==> config.mk <==
export PLATFORM = sky130hd
export DESIGN_NAME = hbs_top
export DESIGN_NICKNAME = d
export VERILOG_FILES = /design/src/rtl/hbs_pkg.sv /design/src/rtl/hbs_sync.sv /design/src/rtl/hbs_persist.sv /design/src/rtl/hbs_wake_pulse.sv /design/src/rtl/hbs_top.sv
export SDC_FILE = /design/constraint.sdc
export NUM_CORES = 1
export LEC_CHECK = 0
export BUFFER_PORTS_ARGS = -buffer_cell sky130_fd_sc_hd__buf_2
export CAP_MARGIN = 20
export CORE_AREA = 2 2 75 77
export DETAILED_ROUTE_END_ITERATION = 7
export DIE_AREA = 0 0 77 79
export GPL_TIMING_DRIVEN = 1
export PLACE_DENSITY_LB_ADDON = 0.15
export SYNTH_ARGS = -nofsm -noshare
export SYNTH_HDL_FRONTEND = slang
export SYNTH_SLANG_ARGS = --single-unit
==> constraint.sdc <==
create_clock -name clk_i -period 1.8 [get_ports clk_i]
set_input_delay 0.09 -clock clk_i [delete_from_list [all_inputs] [get_ports clk_i]]
set_output_delay 0.09 -clock clk_i [all_outputs]
set_load 0.05 [all_outputs]
==> src/rtl/hbs_pkg.sv <==
package hbs_pkg;

  typedef enum logic [1:0] {
    HB_COAST   = 2'b00,
    HB_REVERSE = 2'b01,
    HB_FORWARD = 2'b10,
    HB_BRAKE   = 2'b11
  } hb_mode_t;

  // A driving mode pushes current through the winding in one direction.
  function automatic logic is_drive(hb_mode_t m);
    return (m == HB_FORWARD) || (m == HB_REVERSE);
  endfunction

endpackage

==> src/rtl/hbs_sync.sv <==
module hbs_sync #(
  parameter int unsigned WIDTH  = 1,
  parameter int unsigned STAGES = 2
) (
  input  logic             clk_i,
  input  logic             rst_i,
  input  logic [WIDTH-1:0] d_i,
  output logic [WIDTH-1:0] q_o
);

  logic [WIDTH-1:0] stg [STAGES];

  always_ff @(posedge clk_i) begin
    if (rst_i) begin
      for (int i = 0; i < STAGES; i++) stg[i] <= '0;
    end else begin
      stg[0] <= d_i;
      for (int i = 1; i < STAGES; i++) stg[i] <= stg[i-1];
    end
  end

  assign q_o = stg[STAGES-1];

endmodule

==> src/rtl/hbs_persist.sv <==
// Raises hit_o once cond_i has been high for HOLD_CYC consecutive cycles;
// any low cycle or clr_i restarts the count and drops hit_o.
module hbs_persist #(
  parameter int unsigned HOLD_CYC = 4
) (
  input  logic clk_i,
  input  logic rst_i,
  input  logic clr_i,
  input  logic cond_i,
  output logic hit_o
);

  localparam int unsigned CW = $clog2(HOLD_CYC + 1);
  localparam logic [CW-1:0] LAST = CW'(HOLD_CYC - 1);

  logic [CW-1:0] cnt_q;
  logic          hit_q;

  always_ff @(posedge clk_i) begin
    if (rst_i || clr_i || !cond_i) begin
      cnt_q <= '0;
      hit_q <= 1'b0;
    end else if (cnt_q == LAST) begin
      hit_q <= 1'b1;
    end else begin
      cnt_q <= cnt_q + 1'b1;
    end
  end

  assign hit_o = hit_q;

endmodule

==> src/rtl/hbs_wake_pulse.sv <==
// Holds active_o for PULSE_CYC cycles starting at the cycle after trig_i.
module hbs_wake_pulse #(
  parameter int unsigned PULSE_CYC = 4
) (
  input  logic clk_i,
  input  logic rst_i,
  input  logic clr_i,
  input  logic trig_i,
  output logic active_o
);

  localparam int unsigned CW = $clog2(PULSE_CYC + 1);

  logic [CW-1:0] cnt_q;

  always_ff @(posedge clk_i) begin
    if (rst_i || clr_i)       cnt_q <= '0;
    else if (trig_i)          cnt_q <= CW'(PULSE_CYC);
    else if (cnt_q != '0)     cnt_q <= cnt_q - 1'b1;
  end

  assign active_o = (cnt_q != '0);

endmodule

==> src/rtl/hbs_top.sv <==
module hbs_top
  import hbs_pkg::*;
#(
  parameter int unsigned CLK_FREQ_HZ      = 250_000_000,
  parameter int unsigned SYNC_STAGES      = 2,
  parameter int unsigned OCP_DEGLITCH_CYC = (CLK_FREQ_HZ / 1_000_000) * 3,
  parameter int unsigned ILIM_FAULT_CYC   = (CLK_FREQ_HZ / 1_000) * 275,
  parameter int unsigned WAKE_PULSE_CYC   = CLK_FREQ_HZ / 1_000_000
) (
  input  logic       clk_i,
  input  logic       rst_i,
  input  logic       dir_a_i,
  input  logic       dir_b_i,
  input  logic       ilim_i,
  input  logic       ocp_i,
  input  logic       otemp_i,
  input  logic       uvlo_i,
  output logic [1:0] mode_o,
  output logic       bridge_en_o,
  output logic       fault_n_o,
  output logic       softstart_o
);

  localparam int unsigned NFLAG = 6;

  // Synchronized inputs
  logic [NFLAG-1:0] raw_flags, syn_flags;
  logic             dir_a_s, dir_b_s, ilim_s, ocp_s, ot_s, uv_s;

  assign raw_flags = {dir_a_i, dir_b_i, ilim_i, ocp_i, otemp_i, uvlo_i};

  hbs_sync #(.WIDTH(NFLAG), .STAGES(SYNC_STAGES)) u_sync (
    .clk_i (clk_i),
    .rst_i (rst_i),
    .d_i   (raw_flags),
    .q_o   (syn_flags)
  );

  assign {dir_a_s, dir_b_s, ilim_s, ocp_s, ot_s, uv_s} = syn_flags;

  // Pin decode
  hb_mode_t req_mode;
  logic     sleep_req;

  assign req_mode  = hb_mode_t'({dir_a_s, dir_b_s});
  assign sleep_req = (req_mode == HB_COAST);

  // Overcurrent: deglitch, then latch until power-on reset
  logic ocp_hit, ocp_latch;

  hbs_persist #(.HOLD_CYC(OCP_DEGLITCH_CYC)) u_ocp_glitch (
    .clk_i  (clk_i),
    .rst_i  (rst_i),
    .clr_i  (uv_s),
    .cond_i (ocp_s),
    .hit_o  (ocp_hit)
  );

  always_ff @(posedge clk_i) begin
    if (rst_i)        ocp_latch <= 1'b0;
    else if (ocp_hit) ocp_latch <= 1'b1;
  end

  // Current limit: long persistence, report only, cleared by sleep
  logic ilim_hit;

  hbs_persist #(.HOLD_CYC(ILIM_FAULT_CYC)) u_ilim_timer (
    .clk_i  (clk_i),
    .rst_i  (rst_i),
    .clr_i  (sleep_req | uv_s),
    .cond_i (ilim_s),
    .hit_o  (ilim_hit)
  );

  // Sleep-exit fault pulse
  logic sleep_q, wake_act;

  always_ff @(posedge clk_i) begin
    if (rst_i) sleep_q <= 1'b1;
    else       sleep_q <= sleep_req;
  end

  hbs_wake_pulse #(.PULSE_CYC(WAKE_PULSE_CYC)) u_wake (
    .clk_i    (clk_i),
    .rst_i    (rst_i),
    .clr_i    (uv_s),
    .trig_i   (sleep_q & ~sleep_req),
    .active_o (wake_act)
  );

  // Effective mode and fault merge
  logic     halt;
  hb_mode_t mode_next, mode_q;
  logic     fault_any;
  logic     en_q, fault_n_q, ss_q;

  assign halt      = ocp_latch | ot_s | uv_s;
  assign mode_next = (halt || sleep_req) ? HB_COAST : req_mode;
  assign fault_any = ocp_latch | ot_s | uv_s | ilim_hit | wake_act;

  always_ff @(posedge clk_i) begin
    if (rst_i) begin
      mode_q    <= HB_COAST;
      en_q      <= 1'b0;
      fault_n_q <= 1'b1;
      ss_q      <= 1'b0;
    end else begin
      mode_q    <= mode_next;
      en_q      <= (mode_next != HB_COAST);
      fault_n_q <= ~fault_any;
      ss_q      <= is_drive(mode_next) && !is_drive(mode_q);
    end
  end

  assign mode_o      = mode_q;
  assign bridge_en_o = en_q;
  assign fault_n_o   = fault_n_q;
  assign softstart_o = ss_q;

endmodule

==> qor.tcl <==
set qor(detailed_route_drc_error_count) 0
set qor(grt_remaining_overflow) 0
set qor(path_max_fanout) 4
set qor(layout.cell_area.non_filler_um2) 3330
set qor(synthTopCellsByArea) {sky130_fd_sc_hd__dfxtp_1, sky130_fd_sc_hd__nor2_1, sky130_fd_sc_hd__xor2_1}
set qor(finalNonFillerCells) 415
set qor(drive_above_1_share_pct) 17.8
set qor(timing.final.crit_period_ns) 1.79
set qor(post_drt_via_cell_ratio) 4.99
set qor(vias_in_the_first_global_route) 2017
set qor(power-per-cell-area_nw_per_um2) 1170
set qor(final_nets) 351
set qor(critPathCaptureType) {register}
set qor(buffer_ports.inserted) 12
set qor(critPathMaxStageDelay_ns) 0.48
set qor(timing.setup.tns_ns) 0
set qor(ys_top_cells_by_count) {sky130_fd_sc_hd__dfxtp_1, sky130_fd_sc_hd__nor2_1, sky130_fd_sc_hd__xor2_1, sky130_fd_sc_hd__nand2_1, sky130_fd_sc_hd__nand3_1}
set qor(hold_violations) 0
set qor(floorplan.rows) 27
set qor(drt_wl_total_um) 4700
set qor(cts_max_level) 3
set qor(synth-async-reset-ratio_pct) 0
set qor(worstMarginPinSlew_ns) 0.581
set qor(drt.antenna.violating_nets) 0
set qor(final.hold.worst_slack_ns) 0.144
set qor(fillers) 468
set qor(synth_top_area_share_pct) 48.3
set qor(synthesis.yosys.warnings) 0
set qor(unrepaired_setup_endpoints_after_global_routing) {true}
set qor(cp-start-kind) {register}
set qor(slew_headroom_pct) 61.0
set qor(drt_iter0_drc) 81
set qor(synthToLayoutAreaGrowth_pct) 21.6
set qor(detail_route.first_pass.iterations) 4
set qor(crit_path_top_delay_cell) {sky130_fd_sc_hd__or4b_4}
set qor(finalSetupViolCount) 0
set qor(initial_utilization_pct) 51.3
set qor(fp.coreArea_um2) 5340
set qor(arr_time_crit_path_ns) 2.07
set qor(critical_path_required_ns) 2.08
set qor(grt_pass1_wl_um) 8610
set qor(detail_route.wl_per_cell_um) 11.3
set qor(synth.lib_cells_used.distinct) 43
set qor(detailroute.via_count) 2070
set qor(synthesis.instances) 299
set qor(run_status) {complete, no violations}
set qor(syn_area_per_cell_um2) 9.15
set qor(cts_buffer_depth) 2
set qor(cap_violations) 0
set qor(cts_made_buffers) 9
set qor(die_outline_area_um2) 6080
set qor(dieWidth_um) 77
set qor(min_period_over_period_pct) 99.4
set qor(clock_skew_ns) 0.00996
set qor(critical_path_class) {register to register}
set qor(synth-edff-count) 0
set qor(ioPinCount) 13
set qor(antenna_cells) 0
set qor(clock_latency_on_the_worst_skew_pair_ns) 0.35
set qor(globalRouteTotalUtil_pct) 17.9
set qor(dp_slack_ns) -0.0687
set qor(yosys_register_bits) 66
set qor(crit_path_cell_trace) {inv_2 > ha_4 > or4b_4 > nor4_4 > mux2_4 > a21oi_2}
set qor(final-max-slew-violation-count) 0
set qor(yosysMostFrequentCell) {sky130_fd_sc_hd__dfxtp_1}
set qor(final_core_util_pct) 62.3
set qor(post-route-worst-setup-slack_ns) 0.0104
set qor(synth_top_area_cell) {sky130_fd_sc_hd__dfxtp_1}
set qor(antenna_found_initial) 0
set qor(ys_dominant_reg_cell) {sky130_fd_sc_hd__dfxtp_1}
set qor(synth_seq_area_share_pct) 48.3
set qor(syn_nets) 312
set qor(post_synth_instance_area_um2) 2740
set qor(numPlacedInstances) 391
set qor(root_buffer) {sky130_fd_sc_hd__clkbuf_8}
set qor(largest_net_degree_at_the_start_of_global_routing) 21
set qor(max_freq_ghz) 0.559
set qor(hpwlAfterDp_um) 3190
set qor(finalPower_mw) 3.88
set qor(tritoncts) {done}
set qor(leakagePower_nw) 1.26
set qor(place.gp.congestion) 0.768
set qor(hold_class) {input port to register}
set qor(max-vdd-ir-drop_mv) 0.871
set qor(dpl-instance-area_um2) 2980
set qor(cts.sinks) 66
set qor(cts.clk_slew.worst_paths_ns) 0.08
set qor(die_h_um) 79
[timing repair]
| action | 4_1_cts | 5_1_grt |
|---|---|---|
| setup endpoints to repair | 3 | 7 |
| gates resized for setup | 0 | 4 |
| hold buffers | 6 | 0 |
| hold endpoints to repair | 6 | 0 |
| pin swaps | 1 | 0 |
| gates cloned | 0 | 0 |
| setup buffers | 1 | 1 |
[worst paths after layout]
check	from	end	slack [ns]	depth (start not counted)
setup / recovery	u_wake.cnt_q[1]	u_wake.cnt_q[1]	0.01	6
hold / removal	rst_i	bridge_en_o	0.14	3
setup reg to reg	u_wake.cnt_q[1]	u_wake.cnt_q[1]	0.01	6
hold reg to reg	u_sync.stg[0][1]	u_sync.stg[0][7]	0.44	1
[layout make-up]
type | count | area [µm²] | share of cell area [%]
Multi-Input combinational cell | 218 | 1380 | 41.5
Tap cell | 72 | 90.1 | 2.71
Inverter | 6 | 22.5 | 0.677
Timing Repair Buffer | 37 | 263 | 7.90
Sequential cell | 66 | 1320 | 39.8
Clock inverter | 7 | 124 | 3.72
Clock buffer | 9 | 124 | 3.72
[flip-flops by register name, summed over array words and instances (netlist names)]
register	flops
u_wake.cnt_q	8
u_ilim_timer.cnt_q	27
ocp_latch	1
sleep_q	1
fault_n_o	1
softstart_o	1
u_ocp_glitch.hit_o	1
u_sync.stg	12
mode_o	2
bridge_en_o	1
u_ilim_timer.hit_o	1
u_ocp_glitch.cnt_q	10
[critical path, delay by kind of cell, from the launching register on]
family,cells,cell delay (ns)
AND/OR/NAND/NOR,2,0.74
multiplexers,1,0.34
flip-flops,1,0.33
adder cells (fa/ha/maj),1,0.13
AO/OA/AOI/OAI,1,0.11
buffers and inverters,1,0.07
[routing by layer]
| metal | routed length (µm) | up-vias | GRT usage, % |
|---|---|---|---|
| met2 | 2110 | 24 | 28.7 |
| met3 | 100 | 9 | 3.75 |
| li1 | - | 1101 | - |
| met1 | 2340 | 936 | 22.2 |
| met5 | 0 | - | 0 |
| met4 | 137 | 0 | 11.3 |
[cell usage in the layout (no fill, tap or decap), types with 2 or more instances in the layout]
cell and n:
sky130_fd_sc_hd__nor3_1 12, sky130_fd_sc_hd__xor2_1 21, sky130_fd_sc_hd__inv_6 2, sky130_fd_sc_hd__or4_1 2, sky130_fd_sc_hd__nor2_1 52, sky130_fd_sc_hd__buf_4 19
sky130_fd_sc_hd__nand2_1 17, sky130_fd_sc_hd__inv_2 2, sky130_fd_sc_hd__a21oi_1 6, sky130_fd_sc_hd__nor4bb_1 2, sky130_fd_sc_hd__nor4_2 2, sky130_fd_sc_hd__or3_1 2
sky130_fd_sc_hd__and3_1 10, sky130_fd_sc_hd__inv_1 4, sky130_fd_sc_hd__o21ai_0 5, sky130_fd_sc_hd__mux2i_1 3, sky130_fd_sc_hd__o211ai_1 2, sky130_fd_sc_hd__nand4_1 7
sky130_fd_sc_hd__nor4b_1 2, sky130_fd_sc_hd__and4_1 3, sky130_fd_sc_hd__clkbuf_8 9, sky130_fd_sc_hd__dfxtp_1 65, sky130_fd_sc_hd__xnor2_1 11, sky130_fd_sc_hd__nor4_1 5
sky130_fd_sc_hd__nand3_1 16, sky130_fd_sc_hd__buf_2 12, sky130_fd_sc_hd__ha_1 4, sky130_fd_sc_hd__nor2b_1 14, sky130_fd_sc_hd__dlygate4sd3_1 6, sky130_fd_sc_hd__bufinv_16 3
[kinds of logic (layout without fill, tap and decap cells)]
kind of cell / Yosys count / after routing / synth area share, %
XOR/XNOR: 33 / 33 / 10.6
multiplexers: 4 / 4 / 1.51
adder cells (fa/ha/maj): 5 / 5 / 2.29
AND/OR/NAND/NOR: 156 / 156 / 30.3
buffers and inverters: 15 / 59 / 2.65
flip-flops: 66 / 66 / 48.3
AO/OA/AOI/OAI: 20 / 20 / 4.39
[power by group]
| part | switching [mW] | internal [mW] | leakage [nW] |
|---|---|---|---|
| Clock | 0.600 | 0.931 | 0.120 |
| Sequential | 0.0854 | 1.56 | 0.537 |
| Combinational | 0.307 | 0.399 | 0.599 |
| Total | 0.992 | 2.89 | 1.26 |
Power figures use the tool's default switching activity.
